**config.mk**
```make
export PLATFORM = sky130hd
export DESIGN_NAME = pulse_oneshot
export DESIGN_NICKNAME = d
export VERILOG_FILES = /design/src/rtl/oneshot_pkg.sv /design/src/rtl/oneshot_sync.sv /design/src/rtl/oneshot_edge.sv /design/src/rtl/oneshot_ctrl.sv /design/src/rtl/pulse_oneshot.sv
export SDC_FILE = /design/constraint.sdc
export NUM_CORES = 1
export LEC_CHECK = 0
export BUFFER_PORTS_ARGS = -buffer_cell sky130_fd_sc_hd__clkbuf_2
export CAP_MARGIN = 20
export CORE_ASPECT_RATIO = 1.25
export CORE_UTILIZATION = 51
export DETAILED_ROUTE_END_ITERATION = 6
export GPL_ROUTABILITY_DRIVEN = 0
export PLACE_DENSITY = 0.76
export SLEW_MARGIN = 20
export SYNTH_ARGS = -nofsm -noshare
export SYNTH_HDL_FRONTEND = slang
export SYNTH_SLANG_ARGS = --single-unit
```
**constraint.sdc**
```tcl
create_clock -name clk -period 2.01 [get_ports clk]
set_input_delay 0.1005 -clock clk [delete_from_list [all_inputs] [get_ports clk]]
set_output_delay 0.1005 -clock clk [all_outputs]
set_load 0.05 [all_outputs]
```
**src/rtl/oneshot_pkg.sv**
```systemverilog
`timescale 1ns/1ps
package oneshot_pkg;
    typedef enum logic [0:0] {
        OS_IDLE   = 1'b0,
        OS_ACTIVE = 1'b1
    } os_state_e;
endpackage

```
**src/rtl/oneshot_sync.sv**
```systemverilog
`timescale 1ns/1ps
// Multi-stage synchronizer for an asynchronous single-bit input.
module oneshot_sync #(
    parameter int STAGES = 2
) (
    input  logic clk,
    input  logic rst,
    input  logic din,
    output logic dout
);
    logic [STAGES-1:0] chain;

    generate
        if (STAGES == 1) begin : g_single
            always_ff @(posedge clk) begin
                if (rst) chain <= '0;
                else     chain <= din;
            end
        end else begin : g_multi
            always_ff @(posedge clk) begin
                if (rst) chain <= '0;
                else     chain <= {chain[STAGES-2:0], din};
            end
        end
    endgenerate

    assign dout = chain[STAGES-1];
endmodule

```
**src/rtl/oneshot_edge.sv**
```systemverilog
`timescale 1ns/1ps
// Rising-edge detector: one-cycle event per low-to-high change.
module oneshot_edge (
    input  logic clk,
    input  logic rst,
    input  logic level,
    output logic evt
);
    logic level_prev;

    always_ff @(posedge clk) begin
        if (rst) level_prev <= 1'b0;
        else     level_prev <= level;
    end

    assign evt = level & ~level_prev;
endmodule

```
**src/rtl/oneshot_ctrl.sv**
```systemverilog
`timescale 1ns/1ps
// Pulse state machine with remaining-cycle counter.
module oneshot_ctrl
    import oneshot_pkg::*;
#(
    parameter int CNT_W = 16
) (
    input  logic             clk,
    input  logic             rst,
    input  logic             evt,
    input  logic             retrig,
    input  logic [CNT_W-1:0] len,
    output logic             active,
    output logic [CNT_W-1:0] remain
);
    localparam logic [CNT_W-1:0] ONE = CNT_W'(1);

    os_state_e        state_q, state_d;
    logic [CNT_W-1:0] cnt_q, cnt_d;
    logic [CNT_W-1:0] load_val;

    // zero length behaves as one cycle
    assign load_val = (len == '0) ? '0 : (len - ONE);

    // state register
    always_ff @(posedge clk) begin
        if (rst) begin
            state_q <= OS_IDLE;
            cnt_q   <= '0;
        end else begin
            state_q <= state_d;
            cnt_q   <= cnt_d;
        end
    end

    // transitions: start, reload, ignore, count, expire
    always_comb begin
        state_d = state_q;
        cnt_d   = cnt_q;
        unique case (state_q)
            OS_IDLE: begin
                if (evt) begin
                    state_d = OS_ACTIVE;
                    cnt_d   = load_val;
                end
            end
            OS_ACTIVE: begin
                if (evt && retrig) begin
                    cnt_d = load_val;
                end else if (cnt_q == '0) begin
                    state_d = OS_IDLE;
                end else begin
                    cnt_d = cnt_q - ONE;
                end
            end
            default: begin
                state_d = OS_IDLE;
                cnt_d   = '0;
            end
        endcase
    end

    // output decode
    always_comb begin
        active = (state_q == OS_ACTIVE);
        remain = cnt_q;
    end
endmodule

```
**src/rtl/pulse_oneshot.sv**
```systemverilog
`timescale 1ns/1ps
// Clocked monostable with run-time retrigger selection.
module pulse_oneshot #(
    parameter int CNT_W       = 16,
    parameter int SYNC_STAGES = 2
) (
    input  logic             clk,
    input  logic             rst,
    input  logic             trig_in,
    input  logic             retrig_mode,
    input  logic [CNT_W-1:0] pulse_len,
    output logic             q_out,
    output logic             q_n_out
);
    logic             trig_sync;
    logic             trig_evt;
    logic             pulse_on;
    logic [CNT_W-1:0] remain;

    oneshot_sync #(.STAGES(SYNC_STAGES)) u_sync (
        .clk  (clk),
        .rst  (rst),
        .din  (trig_in),
        .dout (trig_sync)
    );

    oneshot_edge u_edge (
        .clk   (clk),
        .rst   (rst),
        .level (trig_sync),
        .evt   (trig_evt)
    );

    oneshot_ctrl #(.CNT_W(CNT_W)) u_ctrl (
        .clk    (clk),
        .rst    (rst),
        .evt    (trig_evt),
        .retrig (retrig_mode),
        .len    (pulse_len),
        .active (pulse_on),
        .remain (remain)
    );

    assign q_out   = pulse_on;
    assign q_n_out = ~pulse_on;
endmodule

```
### Yosys cells after proc, flatten, opt, wreduce, memory -nomap -nowiden

Index checks and enable logic that the tools add are counted.

* add/subtract/negate cells: 2
* equal/unequal tests: 2
* muxes and demuxes: 9
* bitwise logic cells: 3
* reduce and logical (&&, ||, !) cells: 4

Operator list (count)
* $mux W16: 4
* $logic_not A16 Y1: 2
* $pmux W16 S2: 1
* $sub A16 B1 Y16 const B: 2
* $mux W1: 3
* $ne A3 B3 Y1 const B: 1
* $ne A2 B1 Y1 const B: 1
* $not A1 Y1: 2
* $pmux W1 S2: 1
* $reduce_and A2 Y1: 1
* $and A1 B1 Y1: 1
* $logic_and A1 B1 Y1: 1

* bits in registers: 20
* bits of input ports: 20
* word-level logic and storage cells: 24

### Depth between registers and ports, before layout

Gate-level depths: netlist (run 1).

* word-level depth: 5
* gate-level depth with buffers: 9
* depth with buffers taken out: 8

### Cells and area by module

From an unflattened synthesis (run 1), not the netlist that was laid out.

* cell total of the unflattened synthesis: 180
* area total of the unflattened synthesis: 1460.2 um^2

Modules (own cells, without submodules)
* oneshot_ctrl: times used 1, cells each 172, area each 1356.3 um^2, seq. area each 340.3 um^2
* oneshot_sync: times used 1, cells each 4, area each 52.6 um^2, seq. area each 40.0 um^2
* oneshot_edge: times used 1, cells each 3, area each 47.5 um^2, seq. area each 20.0 um^2
* pulse_oneshot: times used 1, cells each 1, area each 3.8 um^2, seq. area each 0.0 um^2

### Worst setup path before layout (run 1)

OpenSTA, ideal clock, no wires.

* path kind: reg-to-reg
* start: reg u_ctrl.state_q, in the netlist u_ctrl.active
* end: reg u_ctrl.cnt_q[14], in the netlist u_ctrl.remain[14]
* setup time: 0.128 ns
* data arrival time: 2.220 ns
* required time: 1.882 ns
* path slack: -0.338 ns
* stages on the path, launching flop included: 8
* buffers on the path: 2
* clock period less this slack: 2.348 ns
* cells stage by stage: dfxtp_1 > inv_1 > a21o_1 > clkbuf_1 > o32a_4 > buf_6 > a22oi_1 > nor2_1

* word-level cells in the longest chain between the ends: 3

RTL lines
* start: declaration: line oneshot_ctrl.sv:18 `os_state_e state_q, state_d;`
* start signal: assignment: line oneshot_ctrl.sv:31 `state_q <= state_d;`
* $not A1 Y1 *
* net q_n_out: line pulse_oneshot.sv:13 `output logic q_n_out`
* $ne A2 B1 Y1 (no line)
* $reduce_and A2 Y1 (no line)
* end signal: assignment: line oneshot_ctrl.sv:32 `cnt_q <= cnt_d;`
* end: declaration: line oneshot_ctrl.sv:19 `logic [CNT_W-1:0] cnt_q, cnt_d;`

Mark *: on every way through the listed nets, which the timed path passes. The rest lies on a longest branch.
A chain may end at the register's enable or synchronous reset.

### Worst setup path in the final report (run 1)

* start: reg u_ctrl.cnt_q[6], in the netlist u_ctrl.remain[6]
* end: reg u_ctrl.cnt_q[10], in the netlist u_ctrl.remain[10]

* word-level cells in the longest chain between the ends: 4

RTL lines
* $sub A16 B1 Y16: line oneshot_ctrl.sv:53 `cnt_d = cnt_q - ONE;`
* $mux W16: line oneshot_ctrl.sv:50 `end else if (cnt_q == '0) begin`
* $mux W16: line oneshot_ctrl.sv:48 `if (evt && retrig) begin`
* $pmux W16 S2: line oneshot_ctrl.sv:40 `unique case (state_q)`

Parallel ways exist; a longest one is shown, timed or not. The select of a mux whose other input is x is not followed.

==> results of run 1 <==
-- per-stage QoR --
step / cells / util / setup TNS [ns] / area, um^2 / setup WS (ns)
CTS: 254 / 0.644 / -0.0879 / 1730 / -0.0200
global placement: 249 / 0.627 / 0 / 1680 / 0.0259
detailed placement: 249 / 0.627 / -0.0111 / 1680 / -0.00756
floorplan: 184 / - / 0 / 1440 / 0.0101
finish: 254 / 0.653 / 0 / 1750 / 0.0112
global route: 254 / 0.653 / -0.103 / 1750 / -0.0308
-- synthesized netlist by cell type, types with 2 or more instances --
cell / number / area (um^2)
or3_1: 3 / 18.8
o2bb2ai_1: 3 / 26.3
o21ai_0: 14 / 70.1
or4_1: 3 / 22.5
buf_6: 2 / 22.5
a21oi_1: 6 / 30.0
nor3_1: 9 / 45.0
o221ai_2: 2 / 30.0
nor2_1: 25 / 93.8
o32ai_1: 5 / 43.8
inv_1: 7 / 26.3
nand2_1: 14 / 52.6
nor4_1: 5 / 31.3
nand2b_1: 2 / 12.5
o21ai_1: 3 / 15.0
o22ai_1: 4 / 25.0
nor2b_1: 5 / 31.3
a22oi_1: 8 / 60.1
o31ai_1: 2 / 15.0
clkbuf_1: 5 / 18.8
a31oi_1: 3 / 18.8
dfxtp_1: 20 / 400
nand3_1: 4 / 20.0
xor2_1: 5 / 43.8
ha_1: 3 / 37.5
xnor2_1: 5 / 43.8
-- critical path, delay by kind of cell (launching register included) --
family / cells / cell delay (ns)
AO/OA/AOI/OAI: 2 / 0.56
buffers and inverters: 1 / 0.17
flip-flops: 1 / 0.33
AND/OR/NAND/NOR: 3 / 0.83
-- kinds of logic (layout without fill, tap and decap cells) --
group,Yosys count,count (layout)
muxes,2,2
adders and majority gates,3,3
buffers and inverters,16,52
xor gates and xnor gates,10,10
DFF,20,20
and+or+nand+nor,76,76
AOI/OAI and AO/OA,57,57
-- routing by layer --
metal | up-vias | track usage
met3 | 14 | 0.0222
li1 | 768 | -
met2 | 76 | 0.485
met4 | 0 | 0.135
met1 | 699 | 0.340
met5 | - | 0
-- final cells by class --
type | instances | area, um^2
sequential | 20 | 404
multi-input combinational | 148 | 987
timing repair buffer | 41 | 259
tap | 34 | 42.5
inverter | 7 | 30.0
clock buffer | 4 | 26.3
fill | 254 | 931
-- power by group through the flow --
stage | registers [uW] | logic, uW | clock network (uW)
4_1_cts | 448 | 404 | 204
3_3_place_gp | 455 | 379 | 0
2_1_floorplan | 458 | 254 | 0
5_1_grt | 454 | 461 | 224
3_5_place_dp | 457 | 395 | 0
6_report | 450 | 422 | 201
-- sequential cells by signal, summed over array words and instances, names as in the netlist --
signal / cells
u_sync.chain: 2
u_ctrl.remain: 16
u_edge.level_prev: 1
u_ctrl.active: 1
-- path summary, 6_finish.rpt --
check | cells after the start | slack (ns) | endpoint | from
min reg2reg | 1 | 0.45 | u_sync.chain[1] | u_sync.chain[0]
max reg2reg | 6 | 0.01 | u_ctrl.remain[10] | u_ctrl.remain[6]
min | 2 | 0.02 | u_sync.chain[0] | trig_in
max | 6 | 0.01 | u_ctrl.remain[10] | u_ctrl.remain[6]
-- what timing repair did --
item | in CTS | in global routing
pin swaps | 2 | 1
buffers inserted | 1 | 0
gates resized for setup | 2 | 4
setup endpoints to repair | 8 | 15
hold buffers | 0 | 0
==> reports/metrics.cfg, run 1 <==
[floorplanning]
io_pins=22
dieHeight_um=61.3
die_w_um=49.4
row_count=21
dieArea_mm2=0.00303
core_mm2=0.00268
start_util=0.535

[cells_and_area]
antenna_cells=0
final_cell_mix=nor2_1 (25), clkbuf_2 (21), buf_4 (19), dfxtp_1 (19)
drive_gt1_frac=0.264
nets=244
synthToLayoutAreaGrowth_pct=22.1
layout_commonest_cell=nor2_1

[placement]
numPortBuffers=21
hpwl_um=2870

[logic_synthesis]
synth_nets=207
synth_fa_ha_area_frac=0.0262
synth-main-ff-cell=dfxtp_1
muxShareOfSynthArea=0.0148
yosys_warnings=0
synthCells=184
synth-async-reset-ratio=0
synth_edf_count=0
syn_avg_cell_area_um2=7.79
synth_compound_area_frac=0.288
synth_xor_area_frac=0.0611
ys_seq_area_frac=0.279
synth_top_family_by_area=compound AO/OA/AOI/OAI gates
synth_seq_cells=20
yosysUniqueCellTypes=43
netlist_area_mm2=0.00143
synth-simple-area-share=0.277

[power]
p_leak_uw=0.000672
ir_drop_mv=0.410
pwr-share-clk=0.187
comb_power_share=0.393
internal-power_uw=685
power_uw=1070
switching_power_uw=389
power.density_mw_per_mm2=614
switching_share=0.362
power.share.sequential=0.419

[detailed_routing]
met3_length_um=186
drt-total-wl_um=3860
first_iter_violations=73
drt-wirelength-per-cell_um=15.2
vias_per_cell=6.13
route.met2.wl_um=1960
dr.pass1.iters=5
post-route-drc-count=0
drtAntennaViolNets=0
highest_layer=met4
wl_met1_um=1600
vias=1557

[clocking]
clock-sinks=20
ctsRootBufferMaster=clkbuf_4
clkLatencyLatePin_ns=0.31
clk_pin_slew_ns=0.12
cts_tree=yes
htreeDepth=1
clk_path_buf_depth=2
numCtsBuffers=3

[grt]
grt_overflow=0
antenna_found_initial=0
grt_first_pass_wirelength_um=6250
grt_use_total=0.274
grt_max_degree=21
grt_pass1_vias=1386

[sta]
worst_pin_slew_ns=0.429
final_hold_viol_count=0
skew_ns=0.0163
rsz0062_at_grt=yes
fin_crit_sh=0.994
setup_viol=0
min_period_ns=2.00
drv_slew=0
slew_headroom=0.712
worst_hold_slack_ns=0.0249
fmaxAchievable_mhz=500

[setup_path]
path_cells=or4_4 > nand4bb_4 > o32a_4 > buf_4 > a22oi_1 > nor2_1
cp_max_fo=6
critical-path-max-stage-delay_ns=0.53
cp-start-kind=flip-flop
worstPathRequired_ns=2.20
cp-end-kind=flip-flop
slowest_stage=or4_4
arrival_ns=2.19
path_class=flip-flop to flip-flop

[status]
outcome=finished clean

[flow_run]
maxCapViolCount=0

[hold_path]
hp-class=primary input to flip-flop

No activity file was read; power rests on OpenSTA's default activity.
==> run 2: changes to the inputs <==
--- a/config.mk
+++ b/config.mk
@@ -11,7 +11,7 @@
 export CORE_UTILIZATION = 51
 export DETAILED_ROUTE_END_ITERATION = 6
 export GPL_ROUTABILITY_DRIVEN = 0
-export PLACE_DENSITY = 0.76
+export PLACE_DENSITY = 0.78
 export SLEW_MARGIN = 20
 export SYNTH_ARGS = -nofsm -noshare
 export SYNTH_HDL_FRONTEND = slang
==> reports/metrics.cfg, run 2 (synthesized netlist as in run 1, its figures left out) <==
[setup_path]
arrival_ns=2.21  ; +0.02 ns
path_cells=or4_4 > nand4bb_4 > o32a_4 > nand2_1 > a22oi_1 > nor2_1
slowest_stage=or4_4
critical-path-max-stage-delay_ns=0.53  ; about the same
worstPathRequired_ns=2.25  ; +0.05 ns
cp_max_fo=12  ; +6
startpoint=u_ctrl.remain[6]
regToRegStartpoint=u_ctrl.remain[6]
cp-end-kind=flip-flop
crit_family=simple AND/OR/NAND/NOR gates
path_class=flip-flop to flip-flop
cp_num_buf_inv=0  ; -1
cp-start-kind=flip-flop

[detailed_routing]
drt-wirelength-per-cell_um=16.2  ; +6.8%
first_iter_violations=118  ; +62%
post-route-drc-count=0  ; unchanged
vias=1595  ; +2.4%
dr.pass1.iters=7  ; +2
drtAntennaViolNets=0  ; unchanged
drt-total-wl_um=4040  ; +4.7%
vias_per_cell=6.41  ; +4.5%

[clocking]
post_cts_buffers=0  ; -1
clock-sinks=20  ; unchanged
clk_path_buf_depth=2  ; unchanged
cts_hold_buffers=0  ; unchanged
clk_pin_slew_ns=0.11  ; about the same
htreeDepth=1  ; unchanged
clkLatencyLatePin_ns=0.30  ; about the same
cts_tree=yes
ctsRootBufferMaster=clkbuf_4
numCtsBuffers=3  ; unchanged

[power]
p_leak_uw=0.000660  ; -1.8%
power.density_mw_per_mm2=620  ; +0.99%
ir_drop_mv=0.323  ; -21%

[floorplanning]
core_mm2=0.00268  ; unchanged
start_util=0.535  ; unchanged
dieArea_mm2=0.00303  ; unchanged
io_pins=22  ; unchanged
dieHeight_um=61.3  ; unchanged
row_count=21  ; unchanged
die_w_um=49.4  ; unchanged

[sta]
min_period_ns=1.97  ; -0.0276 ns
fmaxAchievable_mhz=507  ; +1.4%
slew_headroom=0.679  ; -0.0330
skew_ns=0.00177  ; -0.0146 ns
rsz0062_at_grt=yes
worst_pin_slew_ns=0.477  ; +0.0485 ns
setup_viol=0  ; unchanged
final_hold_viol_count=0  ; unchanged
setup_tns_ns=0  ; unchanged
fin_crit_sh=0.981  ; -0.0137
drv_slew=0  ; unchanged

[cells_and_area]
layout_commonest_cell=nor2_1
nets=239  ; -2.0%
synthToLayoutAreaGrowth_pct=21.8
largest_reg_flops=16  ; unchanged
antenna_cells=0  ; unchanged
fin_cells=249  ; -2.0%
drive_gt1_frac=0.247  ; -0.0171
fin_area_mm2=0.00175  ; -0.21%
final_cell_mix=nor2_1 (25), clkbuf_2 (21), dfxtp_1 (18)

[grt]
grt_pass1_vias=1464  ; +5.6%
grt_overflow=0  ; unchanged
grt_use_total=0.275  ; +0.00154
grt_max_degree=21  ; unchanged
antenna_found_initial=0  ; unchanged
grt_first_pass_wirelength_um=6420  ; +2.8%

[placement]
dp.cells=243  ; -2.4%
hpwl_um=2850  ; -0.96%
place_area_mm2=0.00165  ; -1.9%
numPortBuffers=21  ; unchanged

[hold_path]
hp-start=trig_in
hp-class=primary input to flip-flop

[flow_run]
maxCapViolCount=0  ; unchanged

[status]
outcome=finished clean

[run 2: layout make-up]
| type | count | area [um^2] |
|---|---|---|
| multi-input combinational | 150 | 1030 |
| fill | 246 | 935 |
| sequential | 20 | 405 |
| timing repair buffer | 34 | 215 |
| tap | 34 | 42.5 |
| inverter | 7 | 30.0 |
| clock buffer | 4 | 26.3 |
[run 2: where the power goes]
part / internal [uW] / switching [uW]
combinational: 179 / 250
clock: 77.2 / 123
sequential: 424 / 30.1
total: 679 / 403
[run 2: layer usage]
layer  track usage  vias to the layer above  wire, um
met3        0.0296                       23       322
li1              -                      763         -
met2         0.493                       95      2010
met5             0                        -         0
met1         0.326                      714      1510
met4         0.155                        0       189
[run 2: path summary, 6_finish.rpt]
| check | end | slack (ns) | depth (start not counted) |
|---|---|---|---|
| worst max-delay path | u_ctrl.remain[6] | 0.04 | 6 |
| worst min-delay path | u_sync.chain[0] | 0.01 | 2 |
| worst max register to register | u_ctrl.remain[6] | 0.04 | 6 |
| worst min register to register | u_sync.chain[1] | 0.46 | 1 |
[run 2: metrics by stage]
stage | hold WS [ns] | utilization | power [uW] | setup WS (ns)
after floorplan | 0.229 | - | 711 | 0.0101
after global placement | 0.318 | 0.615 | 823 | 0.0162
after detailed placement | 0.329 | 0.615 | 839 | -0.0552
after CTS | 0.0232 | 0.636 | 1050 | 0.00435
after global routing | 0.0200 | 0.651 | 1140 | -0.0175
final | 0.0131 | 0.651 | 1080 | 0.0388
[run 2: what timing repair did]
action | 4_1_cts | 5_1_grt
setup endpoints to repair | 2 | 14
pin swaps | 1 | 2
hold endpoints to repair | 0 | 0
gates cloned | 2 | 0
resized for setup | 1 | 6
